--- src/rtl/sxs_pkg.sv ---
package sxs_pkg;

  localparam int SXS_DW = 16;

  typedef enum logic [1:0] {
    XT_READ  = 2'b00,
    XT_CHECK = 2'b01,
    XT_WRITE = 2'b10,
    XT_NONE  = 2'b11
  } xtype_e;

  typedef enum logic [3:0] {
    S_IDLE, S_SYNC, S_WORD, S_MRD, S_DRD, S_MWR, S_DOUT, S_CKS, S_DLY, S_FIN
  } st_e;

  // running checksum step
  function automatic logic [SXS_DW-1:0] cks_fold(input logic [SXS_DW-1:0] acc,
                                                 input logic [SXS_DW-1:0] w);
    return acc ^ w;
  endfunction

  // check-mode verdict: memory word present and disagreeing with disk
  function automatic logic chk_conflict(input logic [SXS_DW-1:0] mw,
                                        input logic [SXS_DW-1:0] dw);
    return (mw != '0) && (mw != dw);
  endfunction

endpackage

--- src/rtl/sxs_wcnt.sv ---
module sxs_wcnt #(
  parameter int CW = 8,
  parameter int AW = 8
) (
  input  logic          clk,
  input  logic          rst_n,
  input  logic          load,
  input  logic [CW-1:0] n_in,
  input  logic [AW-1:0] base_in,
  input  logic          step,
  output logic [AW-1:0] cur_addr,
  output logic          last
);
  logic [CW-1:0] cnt_q;
  logic [AW-1:0] nxt_q;

  always_ff @(posedge clk or negedge rst_n) begin
    if (!rst_n) begin
      cnt_q    <= '0;
      nxt_q    <= '0;
      cur_addr <= '0;
    end else if (load) begin
      cnt_q <= n_in;
      nxt_q <= base_in;
    end else if (step) begin
      cnt_q    <= cnt_q - 1'b1;
      cur_addr <= nxt_q;
      nxt_q    <= nxt_q - 1'b1;
    end
  end

  assign last = (cnt_q == '0);
endmodule

--- src/rtl/sxs_cksum.sv ---
module sxs_cksum
  import sxs_pkg::*;
#(
  parameter logic [SXS_DW-1:0] SEED = 16'h5A3C
) (
  input  logic              clk,
  input  logic              rst_n,
  input  logic              clear,
  input  logic              upd,
  input  logic [SXS_DW-1:0] word,
  output logic [SXS_DW-1:0] sum
);
  always_ff @(posedge clk or negedge rst_n) begin
    if (!rst_n)     sum <= SEED;
    else if (clear) sum <= SEED;
    else if (upd)   sum <= cks_fold(sum, word);
  end
endmodule

--- src/rtl/sxs_dly.sv ---
module sxs_dly #(
  parameter int W    = 6,
  parameter int D_RD = 3,
  parameter int D_CK = 4,
  parameter int D_WR = 6
) (
  input  logic       clk,
  input  logic       rst_n,
  input  logic       load,
  input  logic [1:0] sel,
  output logic       expired
);
  localparam logic [W-1:0] TBL [4] = '{W'(D_RD), W'(D_CK), W'(D_WR), '0};

  logic [W-1:0] cnt_q;

  always_ff @(posedge clk or negedge rst_n) begin
    if (!rst_n)              cnt_q <= '0;
    else if (load)           cnt_q <= TBL[sel];
    else if (cnt_q != '0)    cnt_q <= cnt_q - 1'b1;
  end

  assign expired = (cnt_q == '0);
endmodule

--- src/rtl/sector_xfer_seq.sv ---
module sector_xfer_seq
  import sxs_pkg::*;
#(
  parameter int                AW        = 8,
  parameter int                CW        = 8,
  parameter int                RW        = 8,
  parameter logic [SXS_DW-1:0] SYNC_WORD = 16'h8001,
  parameter logic [SXS_DW-1:0] CK_SEED   = 16'h5A3C,
  parameter int                DLYW      = 6,
  parameter int                DLY_RD    = 3,
  parameter int                DLY_CK    = 4,
  parameter int                DLY_WR    = 6
) (
  input  logic              clk,
  input  logic              rst_n,
  input  logic              start,
  input  logic [1:0]        xfer_type,
  input  logic [CW-1:0]     word_count,
  input  logic [AW-1:0]     base_addr,
  output logic              busy,
  output logic              done,
  output logic              st_abort,
  output logic              st_ck_err,
  output logic [RW-1:0]     rec_no,
  output logic              mem_req,
  output logic              mem_we,
  output logic [AW-1:0]     mem_addr,
  output logic [SXS_DW-1:0] mem_wdata,
  input  logic              mem_ack,
  input  logic [SXS_DW-1:0] mem_rdata,
  input  logic              din_valid,
  input  logic [SXS_DW-1:0] din_data,
  output logic              din_ready,
  output logic              dout_valid,
  output logic [SXS_DW-1:0] dout_data,
  input  logic              dout_ready
);
  st_e               st_q, st_d;
  xtype_e            xt_q;
  logic [SXS_DW-1:0] mword_q, dword_q, sum;
  logic              wc_last, dly_exp, is_wr;

  // named internal events
  logic ev_start, ev_din, ev_dout, ev_mem, ev_abort, ev_ck_fail, ev_cks_done;
  logic ck_upd;
  logic [SXS_DW-1:0] ck_word;

  assign is_wr    = (xt_q == XT_WRITE);
  assign ev_start = start && (st_q == S_IDLE);
  assign ev_din   = din_valid && din_ready;
  assign ev_dout  = dout_valid && dout_ready;
  assign ev_mem   = mem_req && mem_ack;

  assign busy       = (st_q != S_IDLE);
  assign done       = (st_q == S_FIN);
  assign din_ready  = ((st_q == S_SYNC) && !is_wr) || (st_q == S_DRD) ||
                      ((st_q == S_CKS) && !is_wr);
  assign dout_valid = ((st_q == S_SYNC) && is_wr) || (st_q == S_DOUT) ||
                      ((st_q == S_CKS) && is_wr);
  assign dout_data  = (st_q == S_SYNC) ? SYNC_WORD :
                      (st_q == S_CKS)  ? sum : mword_q;
  assign mem_req    = (st_q == S_MRD) || (st_q == S_MWR);
  assign mem_we     = (st_q == S_MWR);
  assign mem_wdata  = dword_q;

  assign ev_abort    = (st_q == S_DRD) && ev_din && (xt_q == XT_CHECK) &&
                       chk_conflict(mword_q, din_data);
  assign ev_cks_done = (st_q == S_CKS) && (is_wr ? ev_dout : ev_din);
  assign ev_ck_fail  = (st_q == S_CKS) && !is_wr && ev_din && (din_data != sum);

  assign ck_upd  = ((st_q == S_MRD) && ev_mem && is_wr) || ((st_q == S_DRD) && ev_din);
  assign ck_word = (st_q == S_MRD) ? mem_rdata : din_data;

  sxs_wcnt #(.CW(CW), .AW(AW)) u_wcnt (
    .clk(clk), .rst_n(rst_n), .load(ev_start), .n_in(word_count),
    .base_in(base_addr), .step(st_q == S_WORD), .cur_addr(mem_addr), .last(wc_last)
  );

  sxs_cksum #(.SEED(CK_SEED)) u_cks (
    .clk(clk), .rst_n(rst_n), .clear(ev_start), .upd(ck_upd),
    .word(ck_word), .sum(sum)
  );

  sxs_dly #(.W(DLYW), .D_RD(DLY_RD), .D_CK(DLY_CK), .D_WR(DLY_WR)) u_dly (
    .clk(clk), .rst_n(rst_n), .load(ev_cks_done), .sel(xt_q), .expired(dly_exp)
  );

  always_comb begin
    st_e after_word;
    after_word = wc_last ? S_CKS : S_WORD;
    st_d = st_q;
    unique case (st_q)
      S_IDLE: if (start) st_d = (xtype_e'(xfer_type) == XT_NONE) ? S_FIN : S_SYNC;
      S_SYNC: begin
        if (is_wr) begin
          if (ev_dout) st_d = after_word;
        end else if (ev_din && (din_data == SYNC_WORD)) begin
          st_d = after_word;
        end
      end
      S_WORD: st_d = (xt_q == XT_READ) ? S_DRD : S_MRD;
      S_MRD:  if (ev_mem) st_d = is_wr ? S_DOUT : S_DRD;
      S_DRD: begin
        if (ev_din) begin
          if (xt_q == XT_READ)         st_d = S_MWR;
          else if (ev_abort)           st_d = S_FIN;
          else if (mword_q == '0)      st_d = S_MWR;
          else                         st_d = after_word;
        end
      end
      S_MWR:  if (ev_mem) st_d = after_word;
      S_DOUT: if (ev_dout) st_d = after_word;
      S_CKS:  if (ev_cks_done) st_d = S_DLY;
      S_DLY:  if (dly_exp) st_d = S_FIN;
      S_FIN:  st_d = S_IDLE;
      default: st_d = S_IDLE;
    endcase
  end

  always_ff @(posedge clk or negedge rst_n) begin
    if (!rst_n) begin
      st_q      <= S_IDLE;
      xt_q      <= XT_READ;
      mword_q   <= '0;
      dword_q   <= '0;
      st_abort  <= 1'b0;
      st_ck_err <= 1'b0;
      rec_no    <= '0;
    end else begin
      st_q <= st_d;
      if (ev_start) begin
        xt_q      <= xtype_e'(xfer_type);
        st_abort  <= 1'b0;
        st_ck_err <= 1'b0;
      end
      if (ev_mem && !mem_we)              mword_q <= mem_rdata;
      if ((st_q == S_DRD) && ev_din)      dword_q <= din_data;
      if (ev_abort)                       st_abort <= 1'b1;
      if (ev_ck_fail)                     st_ck_err <= 1'b1;
      if (st_q == S_FIN)                  rec_no <= rec_no + 1'b1;
    end
  end
endmodule

--- config.mk ---
export PLATFORM = sky130hd
export DESIGN_NAME = sector_xfer_seq
export DESIGN_NICKNAME = d
export VERILOG_FILES = /design/src/rtl/sxs_pkg.sv /design/src/rtl/sxs_wcnt.sv /design/src/rtl/sxs_cksum.sv /design/src/rtl/sxs_dly.sv /design/src/rtl/sector_xfer_seq.sv
export SDC_FILE = /design/constraint.sdc
export NUM_CORES = 1
export LEC_CHECK = 0
export ABC_CLOCK_PERIOD_IN_PS = 3400
export CORE_ASPECT_RATIO = 1.75
export CORE_MARGIN = 10
export CORE_UTILIZATION = 30
export CTS_CLUSTER_DIAMETER = 30
export DETAILED_ROUTE_END_ITERATION = 10
export SLEW_MARGIN = 15
export SYNTH_ARGS = -nofsm -noshare
export SYNTH_HDL_FRONTEND = slang
export SYNTH_SLANG_ARGS = --single-unit
export TNS_END_PERCENT = 10
--- constraint.sdc ---
create_clock -name clk -period 3.4 [get_ports clk]
set_input_delay 0.51 -clock clk [delete_from_list [all_inputs] [get_ports clk]]
set_output_delay 0.51 -clock clk [all_outputs]
set_load 0.005 [all_outputs]
; ---- Word-level counts from Yosys, hierarchy flattened
; Index checks and enable logic that the tools add are counted.
[op_classes]
n_addsub = 4
order_cmp = 1
eq_ne = 22
mux = 35
bitwise = 3
n_reduce_logical = 42
[op_table]
columns = operator, n
row1 = 16-bit 2-to-1 mux, 5
row2 = 4-bit 2-to-1 mux, 12
row3 = 4-bit case mux with 9 select lines, 1
row4 = 8-bit 2-to-1 mux, 4
row5 = 16-bit inequality test, 2
row6 = 6-bit 2-to-1 mux, 4
row7 = 1-bit logical AND, 19
row8 = "16-bit equality test, second input constant", 1
row9 = "4-bit by 3-bit equality test with 1-bit output, second input constant", 4
row10 = 16-bit zero test, 1
row11 = 16-bit nonzero test, 1
row12 = "8-bit by 1-bit subtractor with 8-bit output, second input constant", 2
row13 = 16-bit XOR, 1
row14 = 6-bit binary-select mux with 2-bit select, 1
row15 = "2-bit inequality test, second input constant", 5
row16 = 2-bit nonzero test, 5
row17 = 3-bit 2-to-1 mux, 3
row18 = "8-bit by 1-bit adder with 8-bit output, second input constant", 1
row19 = "4-bit by 2-bit equality test with 1-bit output, second input constant", 2
row20 = "4-bit equality test, second input constant", 2
row21 = 8-bit zero test, 1
row22 = 7-bit AND reduction, 1
row23 = 6-bit zero test, 1
row24 = 1-bit logical OR, 6
row25 = other kinds (17), 22
[totals]
ff_bits = 94
inputBits = 56
out_inout_bits = 56
word_cells = 119

; ---- Logic depth before layout (Yosys ltp)
[depth]
depth_word = 13
ltp_mapped = 9
mapped_depth_nobuf = 8

; ---- Hierarchy
; From an unflattened synthesis, not the netlist that was laid out.
[unflattened]
cells_unflattened = 563
area_unflattened_um2 = 5617.9
[modules_own_cells]
columns = module, n_inst, cells_each, area_per_inst_um2, seq_area_each_um2
row1 = sector_xfer_seq, 1, 328, 3180.6, 1201.2
row2 = sxs_wcnt, 1, 121, 1216.2, 600.6
row3 = sxs_cksum, 1, 68, 815.8, 410.4
row4 = sxs_dly, 1, 46, 405.4, 150.1

; ---- Worst setup path after synthesis
; No wires, ideal clock.
[synth_path]
path_kind = reg2reg
start = reg xt_q[0]
end = reg u_dly.cnt_q[0]
setup_ns = 0.128
t_arrival_ns = 1.885
t_required_ns = 3.272
slack_ns = 1.387
path_stages_with_launch = 9
path_buffers = 1
synth_period_minus_slack_ns = 2.013
path_cell_list = dfrtp_1 > inv_1 > ha_1 > clkbuf_1 > inv_1 > nor4_1 > nor2_1 > nor2_2 > mux2_1
[synth_between]
elab_chain_len = 9
word_cells_on_any_way = 20
cone_classes = eq/ne: 1 / mux: 5 / bitwise: 1 / reduce/logical: 13
[synth_rtl]
columns = item, line
row1 = start: declaration, sector_xfer_seq.sv:39  ; xtype_e xt_q;
row2 = start signal: assignment, sector_xfer_seq.sv:132  ; xt_q <= xtype_e'(xfer_type);
row3 = 2-bit equality test, sector_xfer_seq.sv:48  ; assign is_wr = (xt_q == XT_WRITE);
row4 = 1-bit zero test, "sector_xfer_seq.sv:56, sector_xfer_seq.sv:57"
row5 = 1-bit logical AND, sector_xfer_seq.sv:56  ; assign din_ready = ((st_q == S_SYNC) && !is_wr) || (st_q == S_DRD) ||
row6 = 1-bit logical OR (2 in series), sector_xfer_seq.sv:56
row7 = 1-bit logical AND, sector_xfer_seq.sv:50  ; assign ev_din = din_valid && din_ready;
row8 = 1-bit 2-to-1 mux, sector_xfer_seq.sv:68  ; assign ev_cks_done = (st_q == S_CKS) && (is_wr ? ev_dout : ev_din);
row9 = 1-bit logical AND, sector_xfer_seq.sv:68
row10 = 6-bit 2-to-1 mux / 2-bit nonzero test (equally long branches), -
row11 = end signal: assignment, sxs_dly.sv:19  ; else if (load) cnt_q <= TBL[sel];
row12 = end signal: assignment, sxs_dly.sv:20  ; else if (cnt_q != '0) cnt_q <= cnt_q - 1'b1;
row13 = end: declaration, sxs_dly.sv:15  ; logic [W-1:0] cnt_q;
; Parallel ways exist; a longest one is shown, timed or not. The select of a mux whose other input is x is not followed.
; A chain may end at the register's enable or synchronous reset.

; ---- Final worst setup path
[layout_path]
start = reg st_q[3]
end = out dout_data[7]
[layout_between]
elab_chain_len = 3
word_cells_on_any_way = 4
cone_classes = eq/ne: 2 / mux: 2
[layout_rtl]
columns = item, line
row1 = start: declaration, sector_xfer_seq.sv:38  ; st_e st_q, st_d;
row2 = start signal: assignment, sector_xfer_seq.sv:130  ; st_q <= st_d;
row3 = 4-bit by 3-bit equality test with 1-bit output, sector_xfer_seq.sv:61  ; (st_q == S_CKS) ? sum : mword_q;
row4 = 16-bit 2-to-1 mux, sector_xfer_seq.sv:61
row5 = 16-bit 2-to-1 mux (*), sector_xfer_seq.sv:60  ; assign dout_data = (st_q == S_SYNC) ? SYNC_WORD :
row6 = end: declaration, sector_xfer_seq.sv:35  ; output logic [SXS_DW-1:0] dout_data,
; Every way passes the cells marked *; elsewhere a longest branch is shown, timed or not.

==> results.sh <==
export IMPL_outcome="finished, final reports clean"
export IMPL_syn_instance_count=609
export IMPL_crit_type="reg -> out"
export IMPL_fin_setup_tns_ps=0
export IMPL_drc=0
export IMPL_hp_class="in -> async"
export IMPL_wl_per_cell_um=18.6
export IMPL_synth_edf_count=0
export IMPL_track_usage_pct=14.6
export IMPL_insertion_delay_ps=350
export IMPL_ys_ff_latch=94
export IMPL_avgSynthCellArea_sq_um=8.87
export IMPL_fp_dieH_um=197
export IMPL_dpl_hpwl_um=13800
export IMPL_crit_path_frequent_cell="nand2_1"
export IMPL_route_vias_total=4833
export IMPL_fp_dieW_um=121
export IMPL_diodes=0
export IMPL_worstMarginPinSlew_ps=1080
export IMPL_fin_crit_ps=3160
export IMPL_die_area_sq_mm=0.0240
export IMPL_synthesis_nets=674
export IMPL_dr_first_iter_drc_count=284
export IMPL_ys_warnings_count=0
export IMPL_placed_cell_area_sq_mm=0.00679
export IMPL_port_buffers=111
export IMPL_num_rows=64
export IMPL_fin_skew_ps=12.8
export IMPL_cts_reportedPaths_clkPinSlew_ps=80
export IMPL_rsz0062_at_grt="no"
export IMPL_num_nets_final=785
export IMPL_cts_tree="yes"
export IMPL_crit_chain="inv_2, nand2_1, nor2_1, buf_4, nand2_1, a21oi_1, clkdlybuf4s50_1"
export IMPL_syn_area_sq_mm=0.00540
export IMPL_numCtsBuffers=9
export IMPL_syn2layout_area_growth_pct=31.0
export IMPL_gp_congestion=0.911
export IMPL_fmax_mhz=316
export IMPL_ctsHtreeMaxLevel=3
export IMPL_synth_top_flop_cell="dfrtp_1"
export IMPL_required_ps=2890
export IMPL_timing_critical_path_to_type="primary output"
export IMPL_async_flop_share_pct=100
export IMPL_p_int_mw=3.58
export IMPL_grt_pass1_vias=4955
export IMPL_grt_max_degree=53
export IMPL_clock_path_buffers=2
export IMPL_relSlewSlack_pct=27.7
export IMPL_cp_max_fo=20
export IMPL_fp_coreArea_sq_mm=0.0176
export IMPL_synth_distinct_cells=63
export IMPL_clock_root_buffer="clkbuf_16"
export IMPL_ctsResizeCount=0
export IMPL_seqPwrFrac_pct=35.1
export IMPL_cp_startpoint="st_q[3]"
export IMPL_p_leak_nw=2.93
export IMPL_peakVddDrop_mv=0.363
export IMPL_grt_ovfl_total=0
export IMPL_vias_per_cell=5.06
export IMPL_layout_drive_gt1_share_pct=9.66
export IMPL_cap_violations=0
export IMPL_swShare_pct=41.1
export IMPL_setup_viol=0
export IMPL_grt_antenna_before_repair=0
export IMPL_fin_area_sq_mm=0.00707
export IMPL_drv_slew=0
export IMPL_post_cts_buffers=0
export IMPL_slowest_stage="dfrtp_1"
export IMPL_drtAntennaViolNets=0
export IMPL_initial_utilization_pct=30.6
export IMPL_ios=112
export IMPL_slowest_delay_ps=620
export IMPL_start_kind="flop"
export IMPL_seq_area_frac_synth_pct=43.8
export IMPL_worst_r2r_startpoint="st_q[3]"
export IMPL_pwr_share_clk_pct=16.0
export IMPL_grt_pass1_wl_um=27500
export IMPL_cts_sinks=94
export IMPL_postCtsHoldBufs=0
export IMPL_p_sw_mw=2.50
export IMPL_ff2ff_setup_slack_ps=730
export IMPL_combinationalPowerShare_pct=48.9
export IMPL_fin_crit_sh_pct=93.0
export IMPL_worstPathArrival_ps=2650
export IMPL_drt_wl_total_um=17800
export IMPL_p_per_area_mw_per_mm2=860
export IMPL_hold_viol_final=0
export IMPL_dr_pass1_iters=5
[power groups by stage]
stage	Clock [mW]	Sequential (mW)	Combinational, mW
2_1_floorplan	0	1.97	1.80
3_3_place_gp	0	2.14	2.99
3_5_place_dp	0	2.15	3.00
4_1_cts	0.997	2.13	3.02
5_1_grt	1.05	2.20	3.27
6_report	0.973	2.14	2.98
[cell type report]
type	instances	area, sq um
fillers	1791	10500
inverters	15	56.3
repair buffers	126	1230
flip-flops and latches	94	2360
clock inverters	7	56.3
well taps	231	289
multi-input cells	474	2850
clock buffers	9	225
[logic make-up (layout without fill, tap and decap cells)]
group                    after synthesis  count (layout)  synth area share, %
adder cells (fa/ha/maj)                9               9                 2.09
multiplexers                          20              20                 4.13
AND/OR/NAND/NOR                      284             284                 24.3
XOR/XNOR                              59              59                 9.57
AO/OA/AOI/OAI                        102             102                 12.7
buffers and inverters                 41             157                 3.43
flip-flops                            94              94                 43.8
[cells in the final DEF (no fill, tap or decap), drive strengths merged, types with 4 or more instances in the layout]
master         count
nor4              19
dfstp              8
xor2              20
nand3b             4
inv               19
xnor2             39
mux2              18
nor3               9
nand2b             7
o311ai             4
dfrtp             86
o21ai             22
ha                 9
nor2              29
nand4              9
nand3             12
clkdlybuf4s50    110
o211ai             5
nand2            173
or3                4
buf               16
a21oi             45
clkbuf             9
[through the flow]
step / setup slack [ps] / utilization (%) / total power [mW] / hold slack, ps / std cells
floorplan: 1390 / - / 3.77 / 214 / 609
global placement: 585 / 38.6 / 5.13 / 456 / 940
detailed placement: 601 / 38.6 / 5.15 / 461 / 940
CTS: 234 / 40.2 / 6.14 / 164 / 956
global route: 86.3 / 40.2 / 6.53 / 177 / 956
finish: 238 / 40.2 / 6.09 / 150 / 956
[sequential cells by signal, indices dropped and copies added, names as in the netlist]
register,count
st_abort,1
mem_wdata,16
st_q,4
u_wcnt.nxt_q,8
u_dly.cnt_q,6
u_cks.sum,16
xt_q,2
u_wcnt.cnt_q,8
st_ck_err,1
mword_q,16
u_wcnt.cur_addr,8
rec_no,8
[critical path: cells and delay by family, from the launching register on]
kind	cells	cell delay, ps
buffers and inverters	3	1090
AND/OR/NAND/NOR	3	370
flip-flops	1	620
AO/OA/AOI/OAI	1	240
[final timing paths]
path,to,depth (start not counted)
max,dout_data[7],7
min,u_wcnt.cnt_q[2],1
max reg2reg,u_cks.sum[1],6
min reg2reg,rec_no[7],1
max in group asynchronous,u_cks.sum[11],2
min in group clk,rec_no[7],1
[synthesized netlist by cell type (3+ instances only)]
cell | n | share of area [%]
or3_1 | 4 | 0.46
and2_1 | 3 | 0.35
a21oi_2 | 10 | 1.6
a221o_1 | 3 | 0.56
nor3_1 | 6 | 0.56
nand2b_1 | 7 | 0.81
inv_2 | 3 | 0.21
xor2_1 | 20 | 3.2
nand3b_1 | 4 | 0.56
ha_1 | 9 | 2.1
xnor2_1 | 39 | 6.3
mux2_1 | 11 | 2.3
nand4_1 | 9 | 1.0
o21ai_0 | 20 | 1.9
dfstp_2 | 8 | 3.9
nor4_1 | 18 | 2.1
inv_1 | 12 | 0.83
nor2_1 | 27 | 1.9
dfrtp_1 | 86 | 40
mux2_2 | 7 | 1.5
o211ai_1 | 5 | 0.70
buf_2 | 7 | 0.65
nand3_1 | 12 | 1.1
nand2_1 | 173 | 12
and3_1 | 3 | 0.35
o221ai_1 | 3 | 0.49
a21oi_1 | 35 | 3.2
clkbuf_1 | 14 | 0.97
[per-layer routing]
metal  up-vias  routed length (um)  global-route usage (%)  part of all wire, %
li1       2329                   -                       -                    -
met1      2345                6800                    15.5                   38
met2       134                9580                    26.8                   54
met3        25                 992                    3.03                  5.6
met4         0                 461                    6.08                  2.6
met5         -                   0                       0                    0
No activity file was read; power rests on OpenSTA's default activity.
